File: config.mk
export PLATFORM = sky130hd
export DESIGN_NAME = tmr_quad_top
export DESIGN_NICKNAME = d
export VERILOG_FILES = /design/src/rtl/tmr_quad_pkg.sv /design/src/rtl/tmr_quad_decode.sv /design/src/rtl/tmr_quad_channel.sv /design/src/rtl/tmr_quad_readmux.sv /design/src/rtl/tmr_quad_top.sv
export SDC_FILE = /design/constraint.sdc
export NUM_CORES = 1
export LEC_CHECK = 0
export ABC_AREA = 1
export CAP_MARGIN = 20
export CORE_ASPECT_RATIO = 2
export CORE_MARGIN = 3
export CORE_UTILIZATION = 60
export DETAILED_ROUTE_END_ITERATION = 10
export DONT_BUFFER_PORTS = 1
export PLACE_DENSITY = 0.86
export SYNTH_ARGS = -nofsm -noshare
export SYNTH_HDL_FRONTEND = slang
export SYNTH_HIERARCHICAL = 1
export SYNTH_SLANG_ARGS = --single-unit
File: constraint.sdc
create_clock -name clk -period 3.1 [get_ports clk]
set_input_delay 0.31 -clock clk [delete_from_list [all_inputs] [get_ports clk]]
set_output_delay 0.31 -clock clk [all_outputs]
set_load 0.005 [all_outputs]
File: src/rtl/tmr_quad_pkg.sv
// Shared constants and the register offset encoding for the quad counter.
// Assumes an 8-bit register byte and 16-bit counts built from two bytes.
package tmr_quad_pkg;
    localparam int BYTE_W   = 8;
    localparam int ADDR_W   = 7;
    localparam int SLOT_W   = 3;
    localparam int OFFS_W   = 4;

    // Offset of each register inside a channel's 16-byte slot.
    localparam logic [OFFS_W-1:0] OFFS_LO   = 4'h0;
    localparam logic [OFFS_W-1:0] OFFS_HI   = 4'h4;
    localparam logic [OFFS_W-1:0] OFFS_GO   = 4'h8;
    localparam logic [OFFS_W-1:0] OFFS_SNAP = 4'hC;
endpackage

File: src/rtl/tmr_quad_decode.sv
// Address decoder: turns a register access into per-channel write strobes
// and a read selection. Assumes CH_BASE + CH_COUNT <= 8 (3-bit slot field).
module tmr_quad_decode
    import tmr_quad_pkg::*;
#(
    parameter int CH_COUNT = 4,
    parameter int CH_BASE  = 4,
    localparam int IDX_W   = (CH_COUNT > 1) ? $clog2(CH_COUNT) : 1
) (
    input  logic                wr_en,
    input  logic                rd_en,
    input  logic [ADDR_W-1:0]   addr,
    output logic [CH_COUNT-1:0] wr_lo,
    output logic [CH_COUNT-1:0] wr_hi,
    output logic [CH_COUNT-1:0] wr_go,
    output logic [CH_COUNT-1:0] wr_snap,
    output logic                rd_hit,
    output logic                rd_hi,
    output logic [IDX_W-1:0]    rd_idx
);
    logic [SLOT_W-1:0] slot;
    logic [SLOT_W-1:0] rel;
    logic [OFFS_W-1:0] offs;
    logic              chan_ok;

    // Split the address into slot and offset and test the slot range.
    always_comb begin
        slot    = addr[ADDR_W-1:OFFS_W];
        offs    = addr[OFFS_W-1:0];
        rel     = slot - SLOT_W'(CH_BASE);
        chan_ok = (slot >= SLOT_W'(CH_BASE)) && (rel < SLOT_W'(CH_COUNT));
    end

    // One set of write strobes per channel.
    for (genvar i = 0; i < CH_COUNT; i++) begin : g_strobe
        logic sel;
        assign sel        = wr_en && chan_ok && (rel == SLOT_W'(i));
        assign wr_lo[i]   = sel && (offs == OFFS_LO);
        assign wr_hi[i]   = sel && (offs == OFFS_HI);
        assign wr_go[i]   = sel && (offs == OFFS_GO);
        assign wr_snap[i] = sel && (offs == OFFS_SNAP);
    end

    // Read selection: only the two snapshot bytes are readable.
    always_comb begin
        rd_hit = rd_en && chan_ok && ((offs == OFFS_LO) || (offs == OFFS_HI));
        rd_hi  = (offs == OFFS_HI);
        rd_idx = rel[IDX_W-1:0];
    end
endmodule

File: src/rtl/tmr_quad_channel.sv
// One counter channel: byte-loaded reload value, running down-count driven
// by a shared strobe, capture snapshot and a one-cycle terminal pulse.
// Assumes at most one of the write strobes is high in any cycle.
module tmr_quad_channel
    import tmr_quad_pkg::*;
#(
    parameter int DATA_W  = BYTE_W,
    localparam int CNT_W  = 2 * DATA_W
) (
    input  logic              clk,
    input  logic              rst_n,
    input  logic              tick,
    input  logic              wr_lo,
    input  logic              wr_hi,
    input  logic              wr_go,
    input  logic              wr_snap,
    input  logic [DATA_W-1:0] wr_data,
    output logic [CNT_W-1:0]  snap_q,
    output logic              term_pulse
);
    logic [CNT_W-1:0] reload_q;
    logic [CNT_W-1:0] count_q;
    logic             at_zero;

    assign at_zero = (count_q == '0);

    // Reload value: replace one byte per write, keep the other.
    always_ff @(posedge clk) begin
        if (!rst_n)     reload_q <= '0;
        else if (wr_lo) reload_q <= {reload_q[CNT_W-1:DATA_W], wr_data};
        else if (wr_hi) reload_q <= {wr_data, reload_q[DATA_W-1:0]};
    end

    // Running count: start command first, then strobe-driven step or reload.
    always_ff @(posedge clk) begin
        if (!rst_n)       count_q <= '0;
        else if (wr_go)   count_q <= reload_q;
        else if (tick)    count_q <= at_zero ? reload_q : count_q - CNT_W'(1);
    end

    // Snapshot: captures the pre-edge count on a capture command only.
    always_ff @(posedge clk) begin
        if (!rst_n)        snap_q <= '0;
        else if (wr_snap)  snap_q <= count_q;
    end

    // Terminal pulse: one cycle after a strobe that found the count at zero.
    always_ff @(posedge clk) begin
        if (!rst_n) term_pulse <= 1'b0;
        else        term_pulse <= tick && !wr_go && at_zero;
    end

    a_r1_reset_clears: assert property (@(posedge clk)
        !rst_n |=> (reload_q == '0) && (count_q == '0) && (snap_q == '0) && !term_pulse);

    a_r3_lo_keeps_hi: assert property (@(posedge clk) disable iff (!rst_n)
        wr_lo |=> (reload_q[DATA_W-1:0] == $past(wr_data))
               && (reload_q[CNT_W-1:DATA_W] == $past(reload_q[CNT_W-1:DATA_W])));

    a_r3_hi_keeps_lo: assert property (@(posedge clk) disable iff (!rst_n)
        wr_hi |=> (reload_q[CNT_W-1:DATA_W] == $past(wr_data))
               && (reload_q[DATA_W-1:0] == $past(reload_q[DATA_W-1:0])));

    a_r3_reload_no_count: assert property (@(posedge clk) disable iff (!rst_n)
        (wr_lo || wr_hi) && !tick && !wr_go |=> $stable(count_q));

    a_r4_go_loads: assert property (@(posedge clk) disable iff (!rst_n)
        wr_go |=> count_q == $past(reload_q));

    a_r5_snap_capture: assert property (@(posedge clk) disable iff (!rst_n)
        wr_snap |=> snap_q == $past(count_q));

    a_r6_snap_hold: assert property (@(posedge clk) disable iff (!rst_n)
        !wr_snap |=> $stable(snap_q));

    a_r7_step_down: assert property (@(posedge clk) disable iff (!rst_n)
        tick && !wr_go && (count_q != '0) |=> count_q == $past(count_q) - CNT_W'(1));

    a_r7_idle_hold: assert property (@(posedge clk) disable iff (!rst_n)
        !tick && !wr_go |=> $stable(count_q));

    a_r8_zero_reload: assert property (@(posedge clk) disable iff (!rst_n)
        tick && !wr_go && (count_q == '0) |=> term_pulse && (count_q == $past(reload_q)));

    a_r8_pulse_cause: assert property (@(posedge clk) disable iff (!rst_n)
        term_pulse |-> $past(tick) && ($past(count_q) == '0));
endmodule

File: src/rtl/tmr_quad_readmux.sv
// Read path: picks one snapshot byte and registers it onto rd_data.
// Unselected reads return zero. rd_data holds its value between reads.
module tmr_quad_readmux
    import tmr_quad_pkg::*;
#(
    parameter int CH_COUNT = 4,
    parameter int DATA_W   = BYTE_W,
    localparam int CNT_W   = 2 * DATA_W,
    localparam int IDX_W   = (CH_COUNT > 1) ? $clog2(CH_COUNT) : 1
) (
    input  logic                          clk,
    input  logic                          rst_n,
    input  logic                          rd_en,
    input  logic                          rd_hit,
    input  logic                          rd_hi,
    input  logic [IDX_W-1:0]              rd_idx,
    input  logic [CH_COUNT-1:0][CNT_W-1:0] snaps,
    output logic [DATA_W-1:0]             rd_data
);
    logic [CNT_W-1:0]  sel_snap;
    logic [DATA_W-1:0] sel_byte;

    // Select the addressed snapshot and byte lane.
    always_comb begin
        sel_snap = snaps[rd_idx];
        sel_byte = rd_hi ? sel_snap[CNT_W-1:DATA_W] : sel_snap[DATA_W-1:0];
    end

    // Register the byte on a read; misses read as zero.
    always_ff @(posedge clk) begin
        if (!rst_n)     rd_data <= '0;
        else if (rd_en) rd_data <= rd_hit ? sel_byte : '0;
    end

    a_r2_miss_zero: assert property (@(posedge clk) disable iff (!rst_n)
        rd_en && !rd_hit |=> rd_data == '0);

    a_r5_low_lane: assert property (@(posedge clk) disable iff (!rst_n)
        rd_en && rd_hit && !rd_hi |=> rd_data == $past(snaps[rd_idx][DATA_W-1:0]));

    a_r5_high_lane: assert property (@(posedge clk) disable iff (!rst_n)
        rd_en && rd_hit && rd_hi |=> rd_data == $past(snaps[rd_idx][CNT_W-1:DATA_W]));

    a_r5_hold: assert property (@(posedge clk) disable iff (!rst_n)
        !rd_en |=> $stable(rd_data));
endmodule

File: src/rtl/tmr_quad_top.sv
// Quad latched-reload down-counter. Four channels share one byte-wide
// register port and one prescale strobe. Assumes CH_BASE + CH_COUNT <= 8.
module tmr_quad_top
    import tmr_quad_pkg::*;
#(
    parameter int CH_COUNT = 4,
    parameter int CH_BASE  = 4,
    parameter int DATA_W   = BYTE_W
) (
    input  logic                clk,
    input  logic                rst_n,
    input  logic                tick,
    input  logic                wr_en,
    input  logic                rd_en,
    input  logic [ADDR_W-1:0]   addr,
    input  logic [DATA_W-1:0]   wr_data,
    output logic [DATA_W-1:0]   rd_data,
    output logic [CH_COUNT-1:0] term_pulse
);
    localparam int CNT_W = 2 * DATA_W;
    localparam int IDX_W = (CH_COUNT > 1) ? $clog2(CH_COUNT) : 1;

    logic [CH_COUNT-1:0]            wr_lo;
    logic [CH_COUNT-1:0]            wr_hi;
    logic [CH_COUNT-1:0]            wr_go;
    logic [CH_COUNT-1:0]            wr_snap;
    logic                           rd_hit;
    logic                           rd_hi;
    logic [IDX_W-1:0]               rd_idx;
    logic [CH_COUNT-1:0][CNT_W-1:0] snaps;

    tmr_quad_decode #(
        .CH_COUNT (CH_COUNT),
        .CH_BASE  (CH_BASE)
    ) u_decode (
        .wr_en   (wr_en),
        .rd_en   (rd_en),
        .addr    (addr),
        .wr_lo   (wr_lo),
        .wr_hi   (wr_hi),
        .wr_go   (wr_go),
        .wr_snap (wr_snap),
        .rd_hit  (rd_hit),
        .rd_hi   (rd_hi),
        .rd_idx  (rd_idx)
    );

    for (genvar i = 0; i < CH_COUNT; i++) begin : g_chan
        tmr_quad_channel #(
            .DATA_W (DATA_W)
        ) u_chan (
            .clk        (clk),
            .rst_n      (rst_n),
            .tick       (tick),
            .wr_lo      (wr_lo[i]),
            .wr_hi      (wr_hi[i]),
            .wr_go      (wr_go[i]),
            .wr_snap    (wr_snap[i]),
            .wr_data    (wr_data),
            .snap_q     (snaps[i]),
            .term_pulse (term_pulse[i])
        );
    end

    tmr_quad_readmux #(
        .CH_COUNT (CH_COUNT),
        .DATA_W   (DATA_W)
    ) u_readmux (
        .clk     (clk),
        .rst_n   (rst_n),
        .rd_en   (rd_en),
        .rd_hit  (rd_hit),
        .rd_hi   (rd_hi),
        .rd_idx  (rd_idx),
        .snaps   (snaps),
        .rd_data (rd_data)
    );

    a_r2_single_target: assert property (@(posedge clk) disable iff (!rst_n)
        $onehot0({wr_lo, wr_hi, wr_go, wr_snap}));

    a_r2_no_write_no_strobe: assert property (@(posedge clk) disable iff (!rst_n)
        !wr_en |-> ({wr_lo, wr_hi, wr_go, wr_snap} == '0));

    a_r9_snaps_isolated: assert property (@(posedge clk) disable iff (!rst_n)
        wr_snap == '0 |=> $stable(snaps));
endmodule

; ---- Word-level counts from Yosys, hierarchy flattened
; Index checks and enable logic that the tools add are counted.
[totals]
reg_bits = 204
inputBits = 20
[classes]
n_addsub = 5
n_lt_le_gt_ge = 3
eq_ne = 6
mux = 20
bitwise = 4
reduce_logical = 51
[ops]
columns = op, count
row1 = $mux W16, 13
row2 = $logic_not A16 Y1, 4
row3 = $sub A16 B1 Y16 const B, 4
row4 = $mux W8, 6
row5 = $bmux W16 S2, 1
row6 = $logic_and A1 B1 Y1, 32
row7 = $eq A4 B4 Y1 const B, 2
row8 = $reduce_and A2 Y1, 4
row9 = $reduce_bool A2 Y1, 4
row10 = $eq A3 B2 Y1 const B, 2
row11 = $eq A4 B3 Y1 const B, 1
row12 = $logic_not A1 Y1, 4
row13 = $logic_not A4 Y1, 1
row14 = $not A1 Y1, 4
row15 = $eq A3 B1 Y1 const B, 1
row16 = $ge A3 B3 Y1 const B, 1
row17 = $logic_not A3 Y1, 1
row18 = $lt A2 B3 Y1 const B, 1
row19 = $lt A3 B3 Y1 const B, 1
row20 = $sub A3 B3 Y3 const B, 1
row21 = $logic_or A1 B1 Y1, 1

; ---- Logic depth before layout (Yosys ltp)
[depth]
depth_word = 9
mapped_depth = 12

; ---- Cells and area by module
; The synthesis kept the hierarchy.
[modules_own_cells]
columns = mod, instances, cells_per_inst, area_each_um2, seq_area_each_um2
row1 = tmr_quad_channel, 4, 339, 2319.7, 980.9
row2 = tmr_quad_readmux, 1, 218, 1081.0, 160.2
row3 = tmr_quad_decode, 1, 40, 175.2, 0.0

; ---- Worst setup path after synthesis
; Ideal clock, no wire load.
[synth_timing]
path_kind = reg2reg
startpoint = reg g_chan[1].u_chan.count_q[0]
endpoint = reg g_chan[1].u_chan.count_q[11]
setup_ns = 0.128
t_arrival_ns = 1.360
setup_slack_ns = 1.612
path_stages_with_launch = 13
cell_sequence = dfxtp_1 -> inv_1 -> ha_1 -> nand2_1 -> nor2_1 -> nand3_4 -> nand2_4 -> buf_8 -> nand2_1 -> nand2_1 -> nor2_1 -> nor2_1 -> nor2_1
[synth_between]
elab_chain_len = 4
elab_cells_between_ends = 5
classes_between = 1 x add/sub / 3 x mux / 1 x reduce/logical
[synth_rtl]
columns = item, line_no
row1 = from (decl), tmr_quad_channel.sv:22  ; logic [CNT_W-1:0] count_q;
row2 = from (signal assigned), tmr_quad_channel.sv:37  ; else if (wr_go) count_q <= reload_q;
row3 = from (signal assigned), tmr_quad_channel.sv:38  ; else if (tick) count_q <= at_zero ? reload_q : count_q - CNT_W'(1);
row4 = $sub A16 B1 Y16 or $logic_not A16 Y1 (tied branches), "tmr_quad_channel.sv:38, tmr_quad_channel.sv:25"
row5 = $mux W16 * (2 in series), tmr_quad_channel.sv:38
row6 = $mux W16 *, tmr_quad_channel.sv:37
; Every way passes the cells marked *; elsewhere a longest branch is shown, timed or not. The select of a mux whose other input is x is not followed.
; A chain may end at the register's enable or synchronous reset.

; ---- Final worst setup path
[layout_timing]
startpoint = reg g_chan[2].u_chan.count_q[0]
endpoint = reg g_chan[2].u_chan.count_q[7]
[layout_between]
elab_chain_len = 4
elab_cells_between_ends = 5
classes_between = 1 x add/sub / 3 x mux / 1 x reduce/logical
[layout_rtl]
columns = item, line_no
row1 = from (decl), tmr_quad_channel.sv:22
row2 = from (signal assigned), tmr_quad_channel.sv:37
row3 = from (signal assigned), tmr_quad_channel.sv:38
row4 = $sub A16 B1 Y16 or $logic_not A16 Y1 (tied branches), "tmr_quad_channel.sv:38, tmr_quad_channel.sv:25"
row5 = $mux W16 * (2 in series), tmr_quad_channel.sv:38
row6 = $mux W16 *, tmr_quad_channel.sv:37
; Marks and branches as above.

==> impl_metrics.env <==
export IMPL_number_of_buffers_added_by_the_clock_tree_synthesis_step=19
export IMPL_fin_worst_hold_slack_ns=0.0121
export IMPL_synth_ff_type="dfxtp_1"
export IMPL_wire_length_of_the_first_global_routing_pass_um=47100
export IMPL_die_boundary_width_um=99.7
export IMPL_routed_via_density=5.65
export IMPL_route_detailed_wl_per_inst_um=16.4
export IMPL_clkTransAtPathRegs_ns=0.07
export IMPL_final_setup_worst_slack_ns=1.10
export IMPL_actual_slew_at_the_worst_max_slew_pin_ns=0.816
export IMPL_max_ir_drop_vdd_uv=777
export IMPL_layout_min_cycle_time_ns=2.00
export IMPL_yosys_cell_count_top_type="nand2_1"
export IMPL_critPathMaxFanout=22
export IMPL_globalRoute_totalOverflow=0
export IMPL_final_setup_viol_count=0
export IMPL_io_pins=32
export IMPL_synth_area_top_cells="dfxtp_1, nand2_1, a21oi_1, nor2_1, inv_1"
export IMPL_wirelength_routed_um=29300
export IMPL_path_buf_inv=2
export IMPL_drive_above_1_share_pct=5.43
export IMPL_syn_num_nets=1642
export IMPL_io_buffer_count=0
export IMPL_setup_worst_path_start_class="flop"
export IMPL_drtIter0Drc=918
export IMPL_drc_errors=0
export IMPL_grt_max_degree=134
export IMPL_detail_route_antenna_nets=0
export IMPL_crit_type="reg -> reg"
export IMPL_sequential_standard_cell_area_mm2=0.00408
export IMPL_floorplan_rows=67
export IMPL_fin_util_pct=65.9
export IMPL_cts_tree="yes"
export IMPL_pwr_total_mw=11.2
export IMPL_yosysWarnings=6
export IMPL_hp_class="in -> reg"
export IMPL_numClockSinks=204
export IMPL_timing_max_cap_violations=0
export IMPL_rsz0062_at_grt="false"
export IMPL_grt_use_total_pct=30.2
export IMPL_yosysTopAreaCellShare_pct=38.8
export IMPL_antenna_diode_count=0
export IMPL_leading_area_contributor_after_synthesis="dfxtp_1"
export IMPL_dpl_instance_area_mm2=0.0105
export IMPL_run_status="finished clean"
export IMPL_finish_cell_count_without_fillers=1792
export IMPL_finalInstanceArea_mm2=0.0112
export IMPL_first_global_vias=9675
export IMPL_number_of_flops_mapped_to_enable_cells_by_yosys=0
export IMPL_layout_nets=1602
export IMPL_yosys_register_bits=204
export IMPL_multiInputGateArea_mm2=0.00526
export IMPL_dr_total_vias=10100
export IMPL_final_hold_violation_count=0
export IMPL_routabilityCongestion=0.975
export IMPL_cp_top_family="simple AND/OR/NAND/NOR gates"
export IMPL_timing_critical_path_required_ns=3.52
export IMPL_grt_antenna_before_repair=0
export IMPL_start_util_pct=61.9
export IMPL_synth_lib_cells_used_distinct=27
export IMPL_finalSetupTns_ns=0
export IMPL_placed_cells=1753
export IMPL_clkLatencyLatePin_ns=0.49
export IMPL_floorplan_die_area_mm2=0.0193
export IMPL_drt_pass1_iterations=6
export IMPL_synth_area_mm2=0.0105
export IMPL_postSynth_asyncResetShare_pct=0
export IMPL_avgSynthCellArea_um2=6.53
export IMPL_path_cells="inv_1 -> ha_1 -> nand2_1 -> nor2_1 -> nand3_4 -> nand2_4 -> inv_1 -> nand2_1 -> nand3_1 -> a21oi_1"
export IMPL_worst_path_max_stage_delay_ns=0.31
export IMPL_final_setup_skew_ns=0.00821
export IMPL_final_max_slew_viol_count=0
export IMPL_portion_of_the_post_synthesis_area_used_by_sequential_elements_pct=38.8
export IMPL_slew_headroom_pct=45.4
export IMPL_nFillCells=1542
export IMPL_timing_critical_path_arrival_ns=2.41
export IMPL_period_share_pct=64.4
export IMPL_floorplan_core_area_mm2=0.0170
export IMPL_powerDensity_mw_per_mm2=1000
export IMPL_post_cts_buffers=0
export IMPL_clk_path_buf_depth=3
export IMPL_area_growth_synth_to_final_pct=6.48
export IMPL_max_freq_ghz=0.501
export IMPL_cell_with_the_largest_stage_delay_on_the_worst_path="dfxtp_1"
export IMPL_postSynthCellCount=1614
export IMPL_cell_types_with_the_highest_counts_after_synthesis="nand2_1, nor2_1, inv_1, dfxtp_1, a21oi_1"
export IMPL_clock_tree_root_cell="clkbuf_16"
export IMPL_place_ws_ns=0.820
export IMPL_die_h_um=193
export IMPL_power_static_leakage_nw=4.79
export IMPL_h_tree_depth=1
export IMPL_dpl_hpwl_um=20200
export IMPL_worst_setup_path_end_kind="flop"
## per-layer routing
layer  wire length [um]  up-vias  global-route usage [%]
met5                  0        -                       0
met4               1720        0                    18.0
met3               1720      110                    3.93
met2              14900      374                    53.4
met1              11000     4601                    33.5
li1                   -     5039                       -
## registers in the layout, indices dropped and copies added, names as in the netlist
register and cells:
g_chan.u_chan/reload_q 64, g_chan.u_chan/term_pulse 4, g_chan.u_chan/snap_q 64, g_chan.u_chan/count_q 64
u_readmux/rd_data 8
## final timing paths
| path | from | to | slack (ns) | cells after the start |
|---|---|---|---|---|
| max | g_chan[2].u_chan/count_q[0] | g_chan[2].u_chan/count_q[7] | 1.10 | 10 |
| min | tick | g_chan[0].u_chan/term_pulse | 0.01 | 2 |
| max reg2reg | g_chan[2].u_chan/count_q[0] | g_chan[2].u_chan/count_q[7] | 1.10 | 10 |
| min reg2reg | g_chan[0].u_chan/reload_q[10] | g_chan[0].u_chan/reload_q[10] | 0.45 | 2 |
## report_power, final
group / switching (mW) / leakage [nW] / internal, mW
registers: 0.510 / 1.65 / 2.98
clock network: 1.01 / 0.333 / 1.55
logic: 3.41 / 2.80 / 1.79
## layout by cell type, fill, tap and decap left out
master         netlist  routed
or2_1                6       6
nor2_2              16      16
nand4_1             15      15
or2_2                2       2
nor3_1               8       8
nor2_1             221     221
clkbuf_8             0       4
o21ai_0            160     160
clkbuf_16            0      19
clkinv_2             0       2
nand2_1            330     330
clkinvlp_4           0       1
dfxtp_1            204     204
inv_6                0       1
buf_16               0       1
bufinv_16            0       4
nand3_4              4       4
nor2_4              13      13
inv_2                1       1
ha_1                 8       8
clkbuf_1            48       1
xnor2_1              8       8
inv_4                1       1
nand2_4              4       4
xor2_1               8       8
dlygate4sd3_1        0       6
buf_4                9       5
nand2_2              8       8
a21oi_1            168     168
nand3_1            142     142
inv_1              214     214
## cells by family (layout without fill, tap and decap cells)
logic type | count (synthesis) | after routing | share of synthesized area [%]
and+or+nand+nor | 769 | 769 | 32.0
AOI/OAI and AO/OA | 328 | 328 | 15.6
buffers and inverters | 289 | 260 | 11.3
DFF | 204 | 204 | 38.8
xor gates and xnor gates | 16 | 16 | 1.33
adders and majority gates | 8 | 8 | 0.950
## layout make-up
class / instances / share of cell area [%]
Inverter: 216 / 7.25
Sequential cell: 204 / 36.4
Multi-Input combinational cell: 1121 / 46.9
Clock buffer: 24 / 4.76
Clock inverter: 8 / 1.30
Timing Repair Buffer: 12 / 1.12
Tap cell: 207 / 2.31
## repair_timing
item,4_1_cts,5_1_grt
resized for setup,0,0
endpoints found under the hold margin,135,0
hold buffers,7,0
Power figures use the tool's default switching activity.
